`config.mk`:
```
export PLATFORM = sky130hd
export DESIGN_NAME = lvr_qualifier
export DESIGN_NICKNAME = d
export VERILOG_FILES = /design/src/rtl/lvr_pkg.sv /design/src/rtl/lvr_sync.sv /design/src/rtl/lvr_lowcount.sv /design/src/rtl/lvr_rstctl.sv /design/src/rtl/lvr_qualifier.sv
export SDC_FILE = /design/constraint.sdc
export NUM_CORES = 1
export LEC_CHECK = 0
export ABC_AREA = 1
export ABC_CLOCK_PERIOD_IN_PS = 2100
export BUFFER_PORTS_ARGS = -buffer_cell sky130_fd_sc_hd__buf_4
export CAP_MARGIN = 20
export CELL_PAD_IN_SITES_DETAIL_PLACEMENT = 1
export CELL_PAD_IN_SITES_GLOBAL_PLACEMENT = 1
export CORE_AREA = 5 5 44 46
export CTS_BUF_LIST = sky130_fd_sc_hd__clkbuf_8
export DETAILED_ROUTE_END_ITERATION = 12
export DIE_AREA = 0 0 49 51
export GPL_ROUTABILITY_DRIVEN = 0
export MAX_ROUTING_LAYER = met4
export PLACE_DENSITY_LB_ADDON = 0.1
export SYNTH_ARGS = -nofsm -noshare
export SYNTH_HDL_FRONTEND = slang
export SYNTH_SLANG_ARGS = --single-unit
```
`constraint.sdc`:
```
create_clock -name clk -period 2.1 [get_ports clk]
set_input_delay 0.63 -clock clk [delete_from_list [all_inputs] [get_ports clk]]
set_output_delay 0.63 -clock clk [all_outputs]
set_load 0.02 [all_outputs]
```
`src/rtl/lvr_pkg.sv`:
```
package lvr_pkg;
  localparam int unsigned LVR_STAT_W   = 8;
  localparam int unsigned LVR_FLAG_BIT = 7;
  localparam int unsigned LVR_NCMP     = 2;
  localparam int unsigned LVR_IDX_LOW  = 0;
  localparam int unsigned LVR_IDX_HIGH = 1;

  typedef enum logic [1:0] {
    LVR_OFF    = 2'b00,
    LVR_POLLED = 2'b01,
    LVR_FORCED = 2'b11
  } lvr_mode_e;
endpackage

```
`src/rtl/lvr_sync.sv`:
```
module lvr_sync #(
  parameter int unsigned WIDTH  = 2,
  parameter int unsigned STAGES = 2
) (
  input  logic             clk,
  input  logic             rst_n,
  input  logic [WIDTH-1:0] async_i,
  output logic [WIDTH-1:0] sync_o
);
  logic [WIDTH-1:0] stage_q [STAGES];

  genvar g;
  generate
    for (g = 0; g < STAGES; g++) begin : g_stage
      logic [WIDTH-1:0] d;
      if (g == 0) begin : g_first
        assign d = async_i;
      end else begin : g_next
        assign d = stage_q[g-1];
      end
      always_ff @(posedge clk or negedge rst_n) begin
        if (!rst_n) stage_q[g] <= '0;
        else        stage_q[g] <= d;
      end
    end
  endgenerate

  assign sync_o = stage_q[STAGES-1];
endmodule

```
`src/rtl/lvr_lowcount.sv`:
```
module lvr_lowcount #(
  parameter int unsigned LIMIT = 9
) (
  input  logic                         clk,
  input  logic                         rst_n,
  input  logic                         count_en,
  input  logic                         low_i,
  output logic [$clog2(LIMIT+1)-1:0]   cnt_o,
  output logic                         ripe_o
);
  localparam int unsigned CW = $clog2(LIMIT + 1);
  localparam logic [CW-1:0] LIM_V  = CW'(LIMIT);
  localparam logic [CW-1:0] LAST_V = CW'(LIMIT - 1);

  logic [CW-1:0] cnt_q, cnt_d;
  logic          cnt_ld;

  always_comb begin
    cnt_ld = 1'b1;
    cnt_d  = cnt_q;
    if (!count_en || !low_i) begin
      cnt_d = '0;
    end else if (cnt_q < LIM_V) begin
      cnt_d = cnt_q + 1'b1;
    end else begin
      cnt_ld = 1'b0;
    end
  end

  always_ff @(posedge clk or negedge rst_n) begin
    if (!rst_n)      cnt_q <= '0;
    else if (cnt_ld) cnt_q <= cnt_d;
  end

  assign cnt_o  = cnt_q;
  assign ripe_o = count_en && low_i && (cnt_q >= LAST_V);

  p_cnt_bound_r3: assert property (@(posedge clk) disable iff (!rst_n)
    cnt_q <= LIM_V);

  p_cnt_clear_r10: assert property (@(posedge clk) disable iff (!rst_n)
    !low_i |=> cnt_q == '0);
endmodule

```
`src/rtl/lvr_rstctl.sv`:
```
module lvr_rstctl
  import lvr_pkg::*;
(
  input  logic      clk,
  input  logic      rst_n,
  input  lvr_mode_e mode_i,
  input  logic      ripe_i,
  input  logic      high_i,
  output logic      rst_o
);
  logic rst_q, rst_d;

  always_comb begin
    rst_d = rst_q;
    if (mode_i != LVR_FORCED || high_i) begin
      rst_d = 1'b0;
    end else if (ripe_i) begin
      rst_d = 1'b1;
    end
  end

  always_ff @(posedge clk or negedge rst_n) begin
    if (!rst_n) rst_q <= 1'b0;
    else        rst_q <= rst_d;
  end

  assign rst_o = rst_q;

  p_rise_needs_run_r3: assert property (@(posedge clk) disable iff (!rst_n)
    $rose(rst_q) |-> $past(ripe_i));

  p_hold_r4: assert property (@(posedge clk) disable iff (!rst_n)
    rst_q && mode_i == LVR_FORCED && !high_i |=> rst_q);

  p_release_r5: assert property (@(posedge clk) disable iff (!rst_n)
    high_i |=> !rst_q);

  p_polled_r8: assert property (@(posedge clk) disable iff (!rst_n)
    mode_i == LVR_POLLED |=> !rst_q);
endmodule

```
`src/rtl/lvr_qualifier.sv`:
```
module lvr_qualifier
  import lvr_pkg::*;
#(
  parameter int unsigned LOW_RUN     = 9,
  parameter int unsigned SYNC_STAGES = 2
) (
  input  logic                  clk,
  input  logic                  rst_n,
  input  logic                  cfg_enable,
  input  logic                  cfg_rst_en,
  input  logic                  cmp_low_i,
  input  logic                  cmp_high_i,
  output logic                  rst_req_o,
  output logic                  rst_pin_n_o,
  output logic [LVR_STAT_W-1:0] status_o
);
  localparam int unsigned CW = $clog2(LOW_RUN + 1);

  logic [LVR_NCMP-1:0] cmp_raw, cmp_s;
  logic [CW-1:0]       run_cnt;
  logic                ripe;
  logic                rst_int;
  logic                flag_q, flag_d;
  lvr_mode_e           mode;

  assign cmp_raw[LVR_IDX_LOW]  = cmp_low_i;
  assign cmp_raw[LVR_IDX_HIGH] = cmp_high_i;

  always_comb begin
    if (!cfg_enable)     mode = LVR_OFF;
    else if (cfg_rst_en) mode = LVR_FORCED;
    else                 mode = LVR_POLLED;
  end

  lvr_sync #(.WIDTH(LVR_NCMP), .STAGES(SYNC_STAGES)) u_sync (
    .clk     (clk),
    .rst_n   (rst_n),
    .async_i (cmp_raw),
    .sync_o  (cmp_s)
  );

  lvr_lowcount #(.LIMIT(LOW_RUN)) u_cnt (
    .clk      (clk),
    .rst_n    (rst_n),
    .count_en (cfg_enable),
    .low_i    (cmp_s[LVR_IDX_LOW]),
    .cnt_o    (run_cnt),
    .ripe_o   (ripe)
  );

  lvr_rstctl u_rst (
    .clk    (clk),
    .rst_n  (rst_n),
    .mode_i (mode),
    .ripe_i (ripe),
    .high_i (cmp_s[LVR_IDX_HIGH]),
    .rst_o  (rst_int)
  );

  always_comb begin
    flag_d = flag_q;
    if (cfg_enable) flag_d = cmp_s[LVR_IDX_LOW];
  end

  always_ff @(posedge clk or negedge rst_n) begin
    if (!rst_n) flag_q <= 1'b0;
    else        flag_q <= flag_d;
  end

  always_comb begin
    status_o               = '0;
    status_o[LVR_FLAG_BIT] = flag_q;
  end

  assign rst_req_o   = rst_int;
  assign rst_pin_n_o = ~rst_int;

  p_flag_hold_r9: assert property (@(posedge clk) disable iff (!rst_n)
    !cfg_enable |=> $stable(flag_q));

  p_off_no_reset_r9: assert property (@(posedge clk) disable iff (!rst_n)
    !cfg_enable |=> !rst_req_o);

  p_count_for_reset_r2: assert property (@(posedge clk) disable iff (!rst_n)
    $rose(rst_req_o) |-> $past(run_cnt) >= CW'(LOW_RUN - 1));
endmodule

```
# Word level (Yosys, flattened, before mapping)
# Index checks and enable logic that the tools add are counted.
dict set report totals {
  regBits 10
  inputBits 6
  output_inout_bits 10
  wordCells 27
}
dict set report op_classes {
  add_sub_neg 1
  n_lt_le_gt_ge 2
  eq_ne 1
  mux 8
  n_bitwise 1
  reduce_logical 9
}
# op count
set ops {}
lappend ops {{$mux 4} 2}
lappend ops {{$add 4x1->4 const B} 1}
lappend ops {{$ge 4x4->1 const B} 1}
lappend ops {{$lt 4x4->1 const B} 1}
lappend ops {{$mux 1} 4}
lappend ops {{$mux 2} 2}
lappend ops {{$reduce_bool 2->1} 2}
lappend ops {{$logic_and 1x1->1} 2}
lappend ops {{$logic_not 1->1} 2}
lappend ops {{$logic_or 1x1->1} 2}
lappend ops {{$ne 2x2->1 const B} 1}
lappend ops {{$reduce_and 2->1} 1}
lappend ops {{$not 1->1} 1}

# Depth between registers and ports, before layout
# Gate-level depths: netlist (run 1).
dict set report logic_depth {
  word_depth 5
  depth_mapped 6
  mapped_depth_nobuf 6
}

# Modules after synthesis
# Synthesis (run 1) repeated with hierarchy kept, for this count alone.
dict set report hier_totals {
  hier_cells 57
  area_unflattened_um2 503.0
}
# mod n_inst cells_each area_per_inst_um2 seq_area_each_um2
set modules_own_cells {}
lappend modules_own_cells {lvr_lowcount 1 31 246.5 100.1}
lappend modules_own_cells {lvr_qualifier 1 17 115.1 25.0}
lappend modules_own_cells {lvr_sync 1 4 100.1 100.1}
lappend modules_own_cells {lvr_rstctl 1 5 41.3 25.0}

# Worst setup path before layout (run 1)
# No wires, ideal clock.
dict set report synth_path {
  path_type {register to output}
  startpoint {register u_rst.rst_q, in the netlist u_rst.rst_o}
  endpoint {output port rst_pin_n_o}
  t_arrival_ns 0.619
  required_time_ns 1.470
  setup_slack_ns 0.851
  path_stages_with_launch 2
  path_buffers 0
  path_cell_list {dfrtp_1 inv_1}
}
dict set report synth_via {
  elab_chain_len 1
}
# item line_no
set synth_rtl {}
lappend synth_rtl {{start, declared} lvr_rstctl.sv:11} ;# logic rst_q, rst_d;
lappend synth_rtl {{start signal, assigned} lvr_rstctl.sv:24} ;# else rst_q <= rst_d;
lappend synth_rtl {{$not 1->1} lvr_qualifier.sv:76} ;# assign rst_pin_n_o = ~rst_int;
lappend synth_rtl {{end, declared} lvr_qualifier.sv:14} ;# output logic rst_pin_n_o,
# Every way passes these cells.

# Worst setup path after layout (run 1)
# Ends and elaborated chain as after synthesis.

==> out/results.ini, run 1 <==
[layout]
nNetsFinal=72
area_delta_synth_final_pct=19.35
fill_cells=174
num_antenna_cells=0
drive_above_1_share_pct=29.03

[logic_synthesis]
syn_inst=52
synth.distinct_cells=16
avgSynthCellArea_um2=9.697
synth_warnings=0
yosysSeqAreaShare_pct=49.63
synth-seq-cells=10
syn-cell-area_um2=504.2

[sta]
rsz0062_at_grt=false
min_period_over_period_pct=68.10
period_needed_ns=1.430
setup_viol=0
fmax_mhz=699.2
slew_viol_final=0
fin_tns_setup_ns=0
fin_skew_ns=0.001759
hold_violations=0

[global_routing]
grt_max_degree=11
grt_pass1_wl_um=1262
grt-ovfl-total=0
antenna_found_initial=0
grt_pass1_vias=299
track_usage_pct=7.337

[floorplanning]
die_w_um=49
die_h_um=51
dieArea_um2=2499
start_util_pct=34.27
io_pins=16
core_area_um2=1471
rows=14

[routing]
wl_per_cell_um=9.974
vias=325
vias_per_cell=4.167
drt_iter0_markers=6
firstDrtPassIters=4
ant_nets=0
remaining_drc_errors=0
drt-total-wl_um=778

[setup_path]
r2r_start=u_cnt.cnt_o[0]
cp_slowest_cell=dfrtp_1
cp.required_ns=1.47
path_max_fanout=3
path_cells=inv_1 -> buf_4
r2r_end=u_cnt.cnt_o[1]
criticalPathCategory=reg2out
rrSetupSlack_ns=1.01
crit_path_max_incr_delay_ns=0.38
ff2ff_path_depth=6
start_kind=flop
crit_path_end_kind=output port
cp.arrival_ns=0.80

[pwr]
ir_worst_vdd_uv=458.4
finalPower_mw=0.4813
p_leak_nw=0.3153
p_per_area_nw_per_um2=799.7

[clock_tree]
clockRootBuffer=clkbuf_8
cts_hold_buf=0
cts_resized=0
numCtsBuffers=3
htree_levels=1
clk_path_buf_depth=2
cts_tree=yes
clock_latency_ns=0.23
cts_sinks=10
postCtsSetupBuffers=0
clkTransAtPathRegs_ns=0.05

[placed_design]
io_buffers=8
hpwl_um=647.7

[flow_run]
drv_cap=0

[worst_hold_path]
min_path_type=in2async

[run_status]
outcome=completed

## per-stage QoR
stage	cells	worst slack [ns]	util (%)	area [µm²]	hold WS (ns)
2_1_floorplan	58	0.8510	-	526.8	0.3312
3_3_place_gp	74	0.9011	37.16	546.8	0.3316
3_5_place_dp	74	0.8895	37.16	546.8	0.3358
4_1_cts	78	0.6551	40.90	601.8	0.2167
5_1_grt	78	0.6437	40.90	601.8	0.2209
6_report	78	0.6698	40.90	601.8	0.2160
## kinds of logic after synthesis
logic type / count (synthesis) / synth area share, %
buffers and inverters: 16 / 17.87
adders and majority gates: 3 / 7.445
DFF: 10 / 49.63
other: 1 / 0.7437
and+or+nand+nor: 19 / 20.84
AOI/OAI and AO/OA: 3 / 3.473
## synth_stat cells
master,n,area [µm²]
nand3_2,1,10.01
nor2_4,1,11.26
nand2_2,2,12.51
a21oi_1,1,5.000
inv_2,1,3.750
nand2_4,1,11.26
inv_1,7,26.28
nand3_1,6,30.03
ha_1,3,37.54
o21ai_0,1,5.000
o21a_1,1,7.510
nand2_1,5,18.77
buf_4,8,60.06
dfrtp_1,10,250.2
conb_1,1,3.750
nor2_1,3,11.26
## worst max-delay path by stage
stage                startpoint        endpoint  cells after the start
finish              u_rst.rst_o     rst_pin_n_o                      2
detailed placement   cfg_enable  u_cnt.cnt_o[1]                      5
floorplan           u_rst.rst_o     rst_pin_n_o                      1
global route        u_rst.rst_o     rst_pin_n_o                      2
global placement     cfg_enable  u_cnt.cnt_o[1]                      5
CTS                 u_rst.rst_o     rst_pin_n_o                      2
## state kept, by name (all words and copies together) (netlist names)
name	cells
u_cnt.cnt_o	4
u_sync.g_stage.d	2
u_sync.sync_o	2
flag_q	1
u_rst.rst_o	1
## power breakdown
group	total [mW]	internal, mW	leakage [nW]	switching, mW
combinational	0.0420	0.0135	0.159	0.0284
clock	0.235	0.164	0.0288	0.0703
sequential	0.205	0.201	0.128	0.00395
## cell type report
| class | instances | area, µm² | share of cell area (%) |
|---|---|---|---|
| clock buffers | 4 | 55.05 | 9.148 |
| flip-flops and latches | 10 | 250.2 | 41.58 |
| multi-input cells | 32 | 186.4 | 30.98 |
| repair buffers | 8 | 60.06 | 9.979 |
| well taps | 16 | 20.02 | 3.326 |
| inverters | 8 | 30.03 | 4.990 |
## metal layers
layer	vias to the layer above	track usage (%)	part of all wire, %
met5	-	-	0
met4	0	4.036	1.5
met3	2	5.523	14
met2	16	10.00	44
met1	145	7.581	41
li1	162	-	-
## critical path, delay by kind of cell, from the launching register on
family / cells / cell delay [ns]
buffers and inverters: 2 / 0.19
flip-flops: 1 / 0.38
## cells in the final DEF, fill, tap and decap left out
| master | n |
|---|---|
| a21oi_1 | 1 |
| buf_4 | 8 |
| clkbuf_8 | 4 |
| conb_1 | 7 |
| dfrtp_1 | 10 |
| ha_1 | 3 |
| inv_1 | 7 |
| inv_2 | 1 |
| nand2_1 | 5 |
| nand2_2 | 2 |
| nand2_4 | 1 |
| nand3_1 | 6 |
| nand3_2 | 1 |
| nor2_1 | 3 |
| nor2_4 | 1 |
| o21a_1 | 1 |
| o21ai_0 | 1 |
Note: power is estimated with default switching activity, not from simulation.
==> run 2, diff against run 1 <==
--- a/config.mk
+++ b/config.mk
@@ -6,15 +6,15 @@
 export NUM_CORES = 1
 export LEC_CHECK = 0
 export ABC_AREA = 1
-export ABC_CLOCK_PERIOD_IN_PS = 2100
+export ABC_CLOCK_PERIOD_IN_PS = 1200
 export BUFFER_PORTS_ARGS = -buffer_cell sky130_fd_sc_hd__buf_4
 export CAP_MARGIN = 20
 export CELL_PAD_IN_SITES_DETAIL_PLACEMENT = 1
 export CELL_PAD_IN_SITES_GLOBAL_PLACEMENT = 1
-export CORE_AREA = 5 5 44 46
+export CORE_AREA = 5 5 45 47
 export CTS_BUF_LIST = sky130_fd_sc_hd__clkbuf_8
 export DETAILED_ROUTE_END_ITERATION = 12
-export DIE_AREA = 0 0 49 51
+export DIE_AREA = 0 0 50 52
 export GPL_ROUTABILITY_DRIVEN = 0
 export MAX_ROUTING_LAYER = met4
 export PLACE_DENSITY_LB_ADDON = 0.1
==> constraint.sdc (replaced) <==
create_clock -name clk -period 1.2 [get_ports clk]
set_input_delay 0.36 -clock clk [delete_from_list [all_inputs] [get_ports clk]]
set_output_delay 0.36 -clock clk [all_outputs]
set_load 0.02 [all_outputs]
==> run 2 against run 1 <==
  * Total power increased by 77%
  * Core utilization fell by 2.2 points
  * Sequential cell count unchanged
  * Clock skew up 0.0032 ns
  * Sequential power grew 74%
  * Largest cell class unchanged
  * Global-route usage up 1.2 points
  * First-iteration DRC count fell by 67%
  * Routed wire length increased by 12%
  * Register-to-register slack got worse by 0.91 ns
  * Die area rose by 4.0%
  * Non-clock buffer count rose by 2
  * Final area increased by 3.7%
==> out/results.ini, run 2 (synthesized netlist as in run 1, its figures left out) <==
[run_status]
outcome=completed

[routing]
firstDrtPassIters=2  ; -2
drt-total-wl_um=870  ; +12%
drt_iter0_markers=2  ; -4
vias=335  ; +3.1%
vias_per_cell=4.136  ; -0.74%
ant_nets=0  ; unchanged
wl_per_cell_um=10.74  ; +7.7%
remaining_drc_errors=0  ; unchanged

[setup_path]
cp.required_ns=0.84  ; -0.63 ns
criticalPathCategory=reg2out
crit_family=flip-flops
crit_path_max_incr_delay_ns=0.39  ; about the same
cp.arrival_ns=0.81  ; about the same
cp_slowest_cell=dfrtp_1
path_max_fanout=3  ; unchanged
critPathBufInv=2  ; unchanged
r2r_start=u_cnt.cnt_o[0]
start_kind=flop
path_cells=inv_1 -> buf_6
rrSetupSlack_ns=0.10  ; -0.91 ns
r2r_end=u_cnt.cnt_o[1]
ff2ff_path_depth=6  ; unchanged
crit_path_end_kind=output port

[floorplanning]
dieArea_um2=2600  ; +4.0%
die_w_um=50  ; +2.0%
core_area_um2=1614  ; +9.7%
die_h_um=52  ; +2.0%
start_util_pct=31.24  ; -3.0 points
io_pins=16  ; unchanged
rows=15  ; +1

[worst_hold_path]
hold_path_depth=1
hp-start=cmp_high_i
min_to=u_sync.g_stage[1].d[1]
min_path_type=in2reg

[clock_tree]
cts_tree=yes
numCtsBuffers=3  ; unchanged
clkTransAtPathRegs_ns=0.05  ; about the same
clk_path_buf_depth=2  ; unchanged
clock_latency_ns=0.23  ; about the same
htree_levels=1  ; unchanged
cts_sinks=10  ; unchanged
clockRootBuffer=clkbuf_8

[global_routing]
antenna_found_initial=0  ; unchanged
grt_pass1_wl_um=1455  ; +15%
grt_pass1_vias=326  ; +9.0%
grt-ovfl-total=0  ; unchanged
track_usage_pct=8.543  ; +1.2 points
grt_max_degree=11  ; unchanged

[sta]
min_period_over_period_pct=97.30
fin_skew_ns=0.004949  ; +0.003190 ns
fmax_mhz=856.5
whs_ns=0.2295  ; +0.01354 ns
setup_viol=0  ; unchanged
hold_violations=0  ; unchanged
period_needed_ns=1.168
slew_viol_final=0  ; unchanged
setup_ws_ns=0.03242  ; -0.6374 ns
rsz0062_at_grt=true

[placed_design]
io_buffers=8  ; unchanged
placed_area_um2=548.0  ; +0.23%
hpwl_um=695  ; +7.3%
pre_cts_ws_ns=0.08558  ; -0.8039 ns

[pwr]
ir_worst_vdd_uv=658.3  ; +44%
p_per_area_nw_per_um2=1361  ; +70%
p_leak_nw=0.3268  ; +3.6%

[layout]
drive_above_1_share_pct=29.69  ; +0.66 points
nNetsFinal=74  ; +2.8%
design_area_um2=624.3  ; +3.7%
largest_register_ff_count=4  ; unchanged
fill_cells=193  ; +11%
area_delta_synth_final_pct=23.82
fin_util_pct=38.68  ; -2.2 points
final_common_cell=dfrtp_1
num_antenna_cells=0  ; unchanged
layout_common_cells=dfrtp_1, buf_4, inv_1, conb_1, nand3_1

[flow_run]
drv_cap=0  ; unchanged

run 2: cell count changes in the layout (fill, tap and decap cells not counted), sizes merged:
cell	delta
buf	+1
dlygate4sd3	+1
run 2: cell type report:
| cell class | count | area [µm²] | share of cell area, % |
|---|---|---|---|
| well taps | 17 | 21.27 | 3.407 |
| clock buffers | 4 | 55.05 | 8.818 |
| repair buffers | 10 | 81.33 | 13.03 |
| flip-flops and latches | 10 | 250.2 | 40.08 |
| multi-input cells | 32 | 186.4 | 29.86 |
| inverters | 8 | 30.03 | 4.810 |
run 2: metrics by stage:
step / power [mW] / TNS, ns / std cells
2_1_floorplan: 0.4294 / 0 / 58
3_3_place_gp: 0.4370 / 0 / 75
3_5_place_dp: 0.4389 / 0 / 75
4_1_cts: 0.8666 / 0 / 80
5_1_grt: 0.9068 / -0.02395 / 81
6_report: 0.8496 / 0 / 81
run 2: report_power, final:
part	switching, mW	total [mW]	internal (mW)
Clock	0.127	0.415	0.288
Sequential	0.00646	0.357	0.351
Combinational	0.0508	0.0767	0.0259
Total	0.185	0.850	0.665
run 2: repair_timing:
action / CTS / global route
hold buffers: 1 / 0
resized for setup: 0 / 1
setup endpoints to repair: 0 / 1
endpoints found under the hold margin: 10 / 0
setup buffers: 0 / 1
run 2: routing by layer:
metal / vias up / GRT usage (%) / wire length (µm)
met5: - / - / 0
li1: 166 / - / -
met3: 2 / 4.298 / 44
met1: 159 / 8.056 / 356
met4: 0 / 9.170 / 21
met2: 8 / 11.92 / 448
run 2: how the worst max path moves through the flow:
| stage | from | to | depth (start not counted) |
|---|---|---|---|
| 2_1_floorplan | u_cnt.cnt_o[0] | u_cnt.cnt_o[0] | 6 |
| 3_3_place_gp | u_cnt.cnt_o[0] | u_cnt.cnt_o[1] | 6 |
| 3_5_place_dp | u_cnt.cnt_o[0] | u_cnt.cnt_o[1] | 6 |
| 4_1_cts | u_rst.rst_o | rst_pin_n_o | 2 |
| 5_1_grt | u_rst.rst_o | rst_pin_n_o | 2 |
| 6_report | u_rst.rst_o | rst_pin_n_o | 2 |
